## config.mk

```make
export PLATFORM = sky130hd
export DESIGN_NAME = pint_ctrl
export DESIGN_NICKNAME = d
export VERILOG_FILES = /design/src/rtl/pint_pkg.sv /design/src/rtl/pint_sync.sv /design/src/rtl/pint_router.sv /design/src/rtl/pint_sense.sv /design/src/rtl/pint_ctrl.sv
export SDC_FILE = /design/constraint.sdc
export NUM_CORES = 1
export LEC_CHECK = 0
export BUFFER_PORTS_ARGS = -buffer_cell sky130_fd_sc_hd__buf_2
export CAP_MARGIN = 40
export CORE_MARGIN = 4
export CORE_UTILIZATION = 55
export DETAILED_ROUTE_END_ITERATION = 16
export PLACE_DENSITY_LB_ADDON = 0.1
export SKIP_LAST_GASP = 1
export SLEW_MARGIN = 20
export SYNTH_ARGS = -nofsm -noshare
export SYNTH_HDL_FRONTEND = slang
export SYNTH_SLANG_ARGS = --single-unit
```

## constraint.sdc

```tcl
create_clock -name clk_i -period 1.5 [get_ports clk_i]
set_input_delay 0.15 -clock clk_i [delete_from_list [all_inputs] [get_ports clk_i]]
set_output_delay 0.15 -clock clk_i [all_outputs]
set_load 0.01 [all_outputs]
```

## src/rtl/pint_pkg.sv

```systemverilog
`timescale 1ns/1ps
package pint_pkg;
  localparam int REG_AW = 4;

  typedef enum logic [REG_AW-1:0] {
    ADR_MSK_SET = 4'h0,
    ADR_MSK_CLR = 4'h1,
    ADR_REQ     = 4'h2,
    ADR_ASG     = 4'h3,
    ADR_EDG_SET = 4'h4,
    ADR_EDG_CLR = 4'h5,
    ADR_INV_SET = 4'h6,
    ADR_INV_CLR = 4'h7
  } reg_addr_e;
endpackage

```

## src/rtl/pint_sync.sv

```systemverilog
`timescale 1ns/1ps
module pint_sync #(
  parameter int W = 32
) (
  input  logic         clk_i,
  input  logic         rst_ni,
  input  logic [W-1:0] d_i,
  output logic [W-1:0] q_o
);
  logic [W-1:0] s1_q, s2_q;

  always_ff @(posedge clk_i or negedge rst_ni) begin
    if (!rst_ni) begin
      s1_q <= '0;
      s2_q <= '0;
    end else begin
      s1_q <= d_i;
      s2_q <= s1_q;
    end
  end

  assign q_o = s2_q;
endmodule

```

## src/rtl/pint_router.sv

```systemverilog
`timescale 1ns/1ps
module pint_router #(
  parameter int LANE_W = 8,
  parameter int LANES  = 4
) (
  input  logic [2*LANE_W-1:0]     port_a_i,
  input  logic [2*LANE_W-1:0]     port_b_i,
  input  logic [LANES-1:0]        sel_i,
  output logic [LANES*LANE_W-1:0] lanes_o
);
  for (genvar k = 0; k < LANES; k++) begin : g_lane
    localparam int HALF = k % 2;  // even lanes: low half, odd lanes: high half
    assign lanes_o[k*LANE_W +: LANE_W] = sel_i[k] ? port_b_i[HALF*LANE_W +: LANE_W]
                                                  : port_a_i[HALF*LANE_W +: LANE_W];
  end
endmodule

```

## src/rtl/pint_sense.sv

```systemverilog
`timescale 1ns/1ps
module pint_sense #(
  parameter int W = 32
) (
  input  logic         clk_i,
  input  logic         rst_ni,
  input  logic [W-1:0] lanes_i,
  input  logic [W-1:0] edge_i,
  input  logic [W-1:0] inv_i,
  input  logic [W-1:0] clr_i,
  output logic [W-1:0] req_o
);
  logic [W-1:0] sens, sens_q, evt, req_q;

  assign sens = lanes_i ^ inv_i;
  assign evt  = (edge_i & sens & ~sens_q) | (~edge_i & sens);

  always_ff @(posedge clk_i or negedge rst_ni) begin
    if (!rst_ni) begin
      sens_q <= '0;
      req_q  <= '0;
    end else begin
      sens_q <= sens;
      req_q  <= (req_q & ~clr_i) | evt;  // new event wins over clear
    end
  end

  assign req_o = req_q;

  p_edge_needs_rise_r3: assert property (@(posedge clk_i) disable iff (!rst_ni)
    (req_q & ~$past(req_q) & $past(edge_i) & ~($past(sens) & ~$past(sens_q))) == '0)
    else $error("edge request without a sensed rise");

  p_level_hold_r7: assert property (@(posedge clk_i) disable iff (!rst_ni)
    ($past(~edge_i & sens) & ~req_q) == '0)
    else $error("active level request dropped");

  p_clear_r6: assert property (@(posedge clk_i) disable iff (!rst_ni)
    ($past(clr_i) & ~$past(sens) & req_q) == '0)
    else $error("cleared request survived without sensed input");
endmodule

```

## src/rtl/pint_ctrl.sv

```systemverilog
`timescale 1ns/1ps
module pint_ctrl #(
  parameter int LANE_W = 8,
  parameter int LANES  = 4
) (
  input  logic                      clk_i,
  input  logic                      rst_ni,
  input  logic [2*LANE_W-1:0]       port_a_i,
  input  logic [2*LANE_W-1:0]       port_b_i,
  input  logic                      wr_en_i,
  input  logic [pint_pkg::REG_AW-1:0] addr_i,
  input  logic [LANES*LANE_W-1:0]   wdata_i,
  output logic [LANES*LANE_W-1:0]   rdata_o,
  output logic                      irq_o
);
  import pint_pkg::*;

  localparam int DW = LANES * LANE_W;
  localparam int PW = 2 * LANE_W;

  logic [DW-1:0]   mask_q, edge_q, inv_q, asg_q;
  logic [DW-1:0]   req, lanes, clr;
  logic [2*PW-1:0] pins_s;
  logic [LANES-1:0] sel;

  function automatic logic hit(input logic [REG_AW-1:0] a, input reg_addr_e r);
    return wr_en_i && (a == r);
  endfunction

  always_ff @(posedge clk_i or negedge rst_ni) begin
    if (!rst_ni) begin
      mask_q <= '0;
      edge_q <= '0;
      inv_q  <= '0;
      asg_q  <= '0;
    end else begin
      if (hit(addr_i, ADR_MSK_SET)) mask_q <= mask_q | wdata_i;
      if (hit(addr_i, ADR_MSK_CLR)) mask_q <= mask_q & ~wdata_i;
      if (hit(addr_i, ADR_EDG_SET)) edge_q <= edge_q | wdata_i;
      if (hit(addr_i, ADR_EDG_CLR)) edge_q <= edge_q & ~wdata_i;
      if (hit(addr_i, ADR_INV_SET)) inv_q  <= inv_q | wdata_i;
      if (hit(addr_i, ADR_INV_CLR)) inv_q  <= inv_q & ~wdata_i;
      if (hit(addr_i, ADR_ASG))     asg_q  <= wdata_i;
    end
  end

  assign clr = hit(addr_i, ADR_REQ) ? wdata_i : '0;

  for (genvar k = 0; k < LANES; k++) begin : g_sel
    assign sel[k] = asg_q[k*LANE_W];
  end

  pint_sync #(.W(2*PW)) u_sync (
    .clk_i  (clk_i),
    .rst_ni (rst_ni),
    .d_i    ({port_b_i, port_a_i}),
    .q_o    (pins_s)
  );

  pint_router #(.LANE_W(LANE_W), .LANES(LANES)) u_router (
    .port_a_i (pins_s[PW-1:0]),
    .port_b_i (pins_s[2*PW-1:PW]),
    .sel_i    (sel),
    .lanes_o  (lanes)
  );

  pint_sense #(.W(DW)) u_sense (
    .clk_i   (clk_i),
    .rst_ni  (rst_ni),
    .lanes_i (lanes),
    .edge_i  (edge_q),
    .inv_i   (inv_q),
    .clr_i   (clr),
    .req_o   (req)
  );

  always_comb begin
    case (addr_i)
      ADR_MSK_SET, ADR_MSK_CLR: rdata_o = mask_q;
      ADR_REQ:                  rdata_o = req;
      ADR_ASG:                  rdata_o = asg_q;
      ADR_EDG_SET, ADR_EDG_CLR: rdata_o = edge_q;
      ADR_INV_SET, ADR_INV_CLR: rdata_o = inv_q;
      default:                  rdata_o = '0;
    endcase
  end

  assign irq_o = |(req & mask_q);

  p_mask_set_r5: assert property (@(posedge clk_i) disable iff (!rst_ni)
    (wr_en_i && addr_i == ADR_MSK_SET) |=> ((mask_q & $past(wdata_i)) == $past(wdata_i)))
    else $error("mask set alias failed");

  p_mask_clr_r5: assert property (@(posedge clk_i) disable iff (!rst_ni)
    (wr_en_i && addr_i == ADR_MSK_CLR) |=> ((mask_q & $past(wdata_i)) == '0))
    else $error("mask clear alias failed");

  p_edge_keep_r5: assert property (@(posedge clk_i) disable iff (!rst_ni)
    (wr_en_i && addr_i == ADR_EDG_SET) |=>
      ((edge_q & ~$past(wdata_i)) == ($past(edge_q) & ~$past(wdata_i))))
    else $error("edge set alias touched zero bits");

  p_irq_off_r9: assert property (@(posedge clk_i) disable iff (!rst_ni)
    (mask_q == '0) |-> !irq_o)
    else $error("interrupt with all bits masked");
endmodule

```

# After elaboration in Yosys (flattened, before gate mapping)

Cells that the tools add are included.

Reductions and logical operators: 16
Bitwise logic cells: 18
Muxes and demuxes: 12
Equality and inequality tests: 7

Operators with widths:

| kind               | count |
|---|---|
| $and 32x32->32     | 8 |
| $mux 32            | 7 |
| $or 32x32->32      | 5 |
| $pmux 32 s5        | 1 |
| $not 32->32        | 4 |
| $mux 8             | 4 |
| $reduce_or 32->1   | 1 |
| $xor 32x32->32     | 1 |
| $eq 4x3->1 const B | 4 |
| $eq 4x2->1 const B | 2 |
| $logic_and 1x1->1  | 8 |
| $reduce_bool 2->1  | 3 |
| $reduce_or 2->1    | 3 |
| $eq 4x1->1 const B | 1 |
| $logic_not 4->1    | 1 |

Register bits after elaboration: 256
Input port bits: 71
Word-level logic and storage cells: 61
Output and inout port bits: 33

# Depth between registers and ports, before layout

Depth after elaboration: 6
Mapped depth: 6
Depth with buffers taken out: 3

# Cells and area by module

A second synthesis with hierarchy kept.

Cell total of the unflattened synthesis: 981
Area, all modules: 11583.6 µm²

Modules (own cells, without submodules):

| module      | instances | seq. area each (µm²) | cells an instance | area an instance (µm²) |
|---|---|---|---|---|
| pint_ctrl   | 1         | 3203.1               | 689               | 7054.3 |
| pint_sense  | 1         | 1601.5               | 192               | 2402.3 |
| pint_sync   | 1         | 1601.5               | 64                | 1601.5 |
| pint_router | 1         | 0.0                  | 36                | 525.5 |

# Least setup slack after synthesis

Ideal clock, no wire load.

Kind: reg2out
Start point: reg (tool-made name)
End point: out irq_o
Arrival: 1208 ps
Required time: 1350 ps
Path buffers: 0
Slack: 142 ps
Cell stages (with the launch flop): 4
Path through: dfrtp_1 > a22oi_1 > nand4_1 > or4_1

RTL lines:

| element   | line            | RTL |
|---|---|---|
| to (decl) | pint_ctrl.sv:14 | `output logic irq_o` |

==> key figures <==
Synthesis
  – Synthesis Warnings: 0
  – Synth Instances: 933
  – Cell Area, Synth: 11210 µm²
  – Mapped Avg Cell Area: 12.01 µm²
  – Post-Syn Nets: 1004
  – Sequential fraction of the synthesis area: 57.16%
  – Yosys reg bits: 256
  – Synth cell types: 27

Global routing
  – Largest net degree at the start of global routing: 66
  – GRT Overall Usage: 27.12%
  – Number of global-route vias before repair: 8647
  – Gr ovfl total: 0
  – Antenna violations before repair: 0
  – First-pass GRT wire length: 47890 µm

STA
  – Fin crit period: 2235 ps
  – Fmax: 0.4475 GHz
  – Final Hold Violating Endpoints: 0
  – Final count of pins violating max slew: 0
  – Max-slew headroom at the worst pin: 69.31%
  – Hold_ws: 90.22 ps
  – Setup violations, final: 33
  – RSZ-0062 raised after global routing: true
  – Final critical-path share of the clock period: 149.0%
  – Clock skew: 15.47 ps
  – Fin worst setup slack: -734.7 ps
  – Worst slew pin tran: 460.4 ps

Status
  – Status: finished with violations
  – Failing checks: negative setup slack

Floorplanning
  – Die height: 150.7 µm
  – Die X: 150.7 µm
  – Die area: 22720 µm²
  – Core Region: 19780 µm²
  – Cell Rows: 51
  – Num ports: 104
  – Starting Density: 56.65%

Finish
  – Seq. cell area: 6407 µm²
  – Layout Utilization: 74.74%
  – Post-route insts no fill: 1488
  – Layout area overhead: 31.92%
  – Proportion of layout cells with a drive suffix above 1: 28.86%
  – Diodes inserted: 0
  – Fill count: 1322
  – NumNets Final: 1274
  – Multi-input gate area: 4342 µm²

Detailed routing
  – DRT Pass-1 Iters: 5
  – Final WL: 30060 µm
  – DR WL met3: 1808 µm
  – Routed wire length per instance: 20.20 µm
  – Met1 Routed Length: 13460 µm
  – Via count: 8309
  – Top sig layer: met4
  – Met2 WL: 14170 µm
  – DR DRC count: 0
  – Initial DRC count: 590
  – Post-DRT Antenna Nets: 0
  – DR vias/cell: 5.584

Clocking
  – TritonCTS clock tree: yes
  – Worst skew pair latency: 540 ps
  – Root Buffer: clkbuf_16
  – CTS Sinks: 256
  – CTS clk-pin slew, worst paths: 60 ps
  – Clock buffer count from CTS: 27
  – Longest Clk Path Bufs: 3
  – H-tree levels: 1

Pwr
  – Switching share of power: 27.77%
  – Net Switching: 5636 µW
  – VDD IR max: 0.001040 V
  – Leakage: 0.007234 µW
  – Int Power: 14660 µW
  – Total power: 20300 µW
  – Combinational power share: 21.7%
  – Clock power frac: 33.6%
  – Sequential share of power: 44.8%
  – Pwr per Cell Area: 1373 nW/µm²

Critical path
  – Crit-path max FO: 2
  – Delay-heaviest family, CP: simple AND/OR/NAND/NOR gates
  – Buf+Inv Stages, Crit Path: 1
  – Startpoint Class: flop
  – Critical path endpoint category: output pin
  – Crit-path cells: a22oi_2 > nand4_1 > or4_4 > buf_6
  – Crit Path Class: flop to output pin
  – WP data arrival: 2080 ps
  – R2r startpoint: asg_q[24]
  – Critical Path Max Stage Delay: 560 ps
  – CP max stage cell: or4_4
  – Worst path required time: 1350 ps

Job
  – Max cap viols: 0

Placed design
  – Inst Count DP: 1376
  – Detailed Place HPWL: 20070 µm
  – GP Congestion: 0.8338
  – Port Buf Inserts: 103
  – Worst Setup Slack post-DPL: -351.1 ps

Min path
  – HP Class: primary input to flop
  – Hold path startpoint: wr_en_i
[layout by cell type, fill, tap and decap left out, types with 2 or more instances in the layout]
master / n
bufinv_16: 3
clkbuf_8: 5
buf_6: 23
clkbuf_16: 27
a31oi_1: 21
nand3_1: 32
a21oi_1: 21
inv_1: 75
buf_4: 95
nand2_1: 107
a2bb2oi_1: 20
mux2i_2: 9
o21ai_1: 27
clkinvlp_4: 2
o21ai_2: 5
mux2i_4: 3
dfrtp_1: 255
dlygate4sd3_1: 65
a2bb2oi_2: 12
a22oi_1: 45
a22oi_2: 3
buf_2: 101
mux2i_1: 127
a22o_1: 32
mux2_4: 30
mux2_2: 2
xnor2_1: 32
nor4b_4: 2
buf_12: 17
clkbuf_1: 5
nand4_1: 4
clkinv_2: 5
[tightest hold or removal path, stage by stage]
cell     delay, ps
buf_2          180
nand3_1        110
a22o_1         140
[cell type report]
type	instances	share of cell area [%]
Clock inverter	12	0.9986
Multi-Input combinational cell	540	29.37
Clock buffer	37	5.162
Timing Repair Buffer	303	16.99
Tap cell	265	2.243
Inverter	75	1.904
Sequential cell	256	43.34
[power by group through the flow]
| stage | Clock [µW] | Combinational [µW] | Sequential [µW] |
|---|---|---|---|
| floorplan | 0 | 2320 | 8890 |
| global placement | 0 | 3910 | 9050 |
| detailed placement | 0 | 4000 | 9100 |
| CTS | 6920 | 4270 | 9040 |
| global route | 7190 | 4780 | 9250 |
| finish | 6810 | 4400 | 9090 |
[synth_stat cells, drive strengths merged]
master / number / area share (%)
dfrtp: 256 / 57
mux2i: 139 / 12
nand2: 108 / 3.7
inv: 75 / 2.5
a22oi: 48 / 3.2
buf: 41 / 2.5
a22o: 32 / 2.5
a2bb2oi: 32 / 2.5
mux2: 32 / 4.2
nand3: 32 / 1.4
o21ai: 32 / 1.4
xnor2: 32 / 2.5
a21oi: 21 / 0.94
a31oi: 21 / 1.2
clkbuf: 21 / 0.70
nand4: 4 / 0.22
and4bb: 2 / 0.22
nor4b: 2 / 0.42
and2: 1 / 0.056
and4b: 1 / 0.089
or4: 1 / 0.067
[per-stage QoR]
stage          TNS (ps)  cell area, µm²
3_5_place_dp      -4357           12960
5_1_grt          -10720           14780
2_1_floorplan         0           11210
6_report          -8547           14780
4_1_cts           -9288           14650
3_3_place_gp      -3375           12940
[routing by layer]
metal  vias up  GRT usage [%]
met2       258          43.67
li1       3809              -
met3        44          3.943
met5         -              0
met1      4198          39.26
met4         0          6.528
[cells by family (layout without fill, tap and decap cells)]
kind of cell / count (synthesis) / in the layout / synth area share, %
compound gates: 186 / 186 / 11.76
xor+xnor: 32 / 32 / 2.501
buf+inv: 137 / 427 / 5.750
flops: 256 / 256 / 57.16
mux: 171 / 171 / 16.63
simple gates: 151 / 151 / 6.196
[final timing paths]
path | to | slack (ps) | cells past startpoint
worst max-delay path | irq_o | -730 | 4
worst min-delay path | u_sense.req_o[3] | 90 | 3
worst max register to register | u_sense.req_o[31] | 130 | 4
worst min register to register | u_sync.q_o[18] | 340 | 0
max in group asynchronous | u_sync.s1_q[4] | 760 | 3
min in group asynchronous | asg_q[16] | 140 | 2
[timing repair]
action,CTS,global route
hold buffers,65,0
endpoints found under the setup margin,33,33
gates resized for setup,61,32
gates cloned,0,0
endpoints found under the hold margin,431,0
pin swaps,14,24
setup buffers,7,7
(Power assumes the default switching activity.)
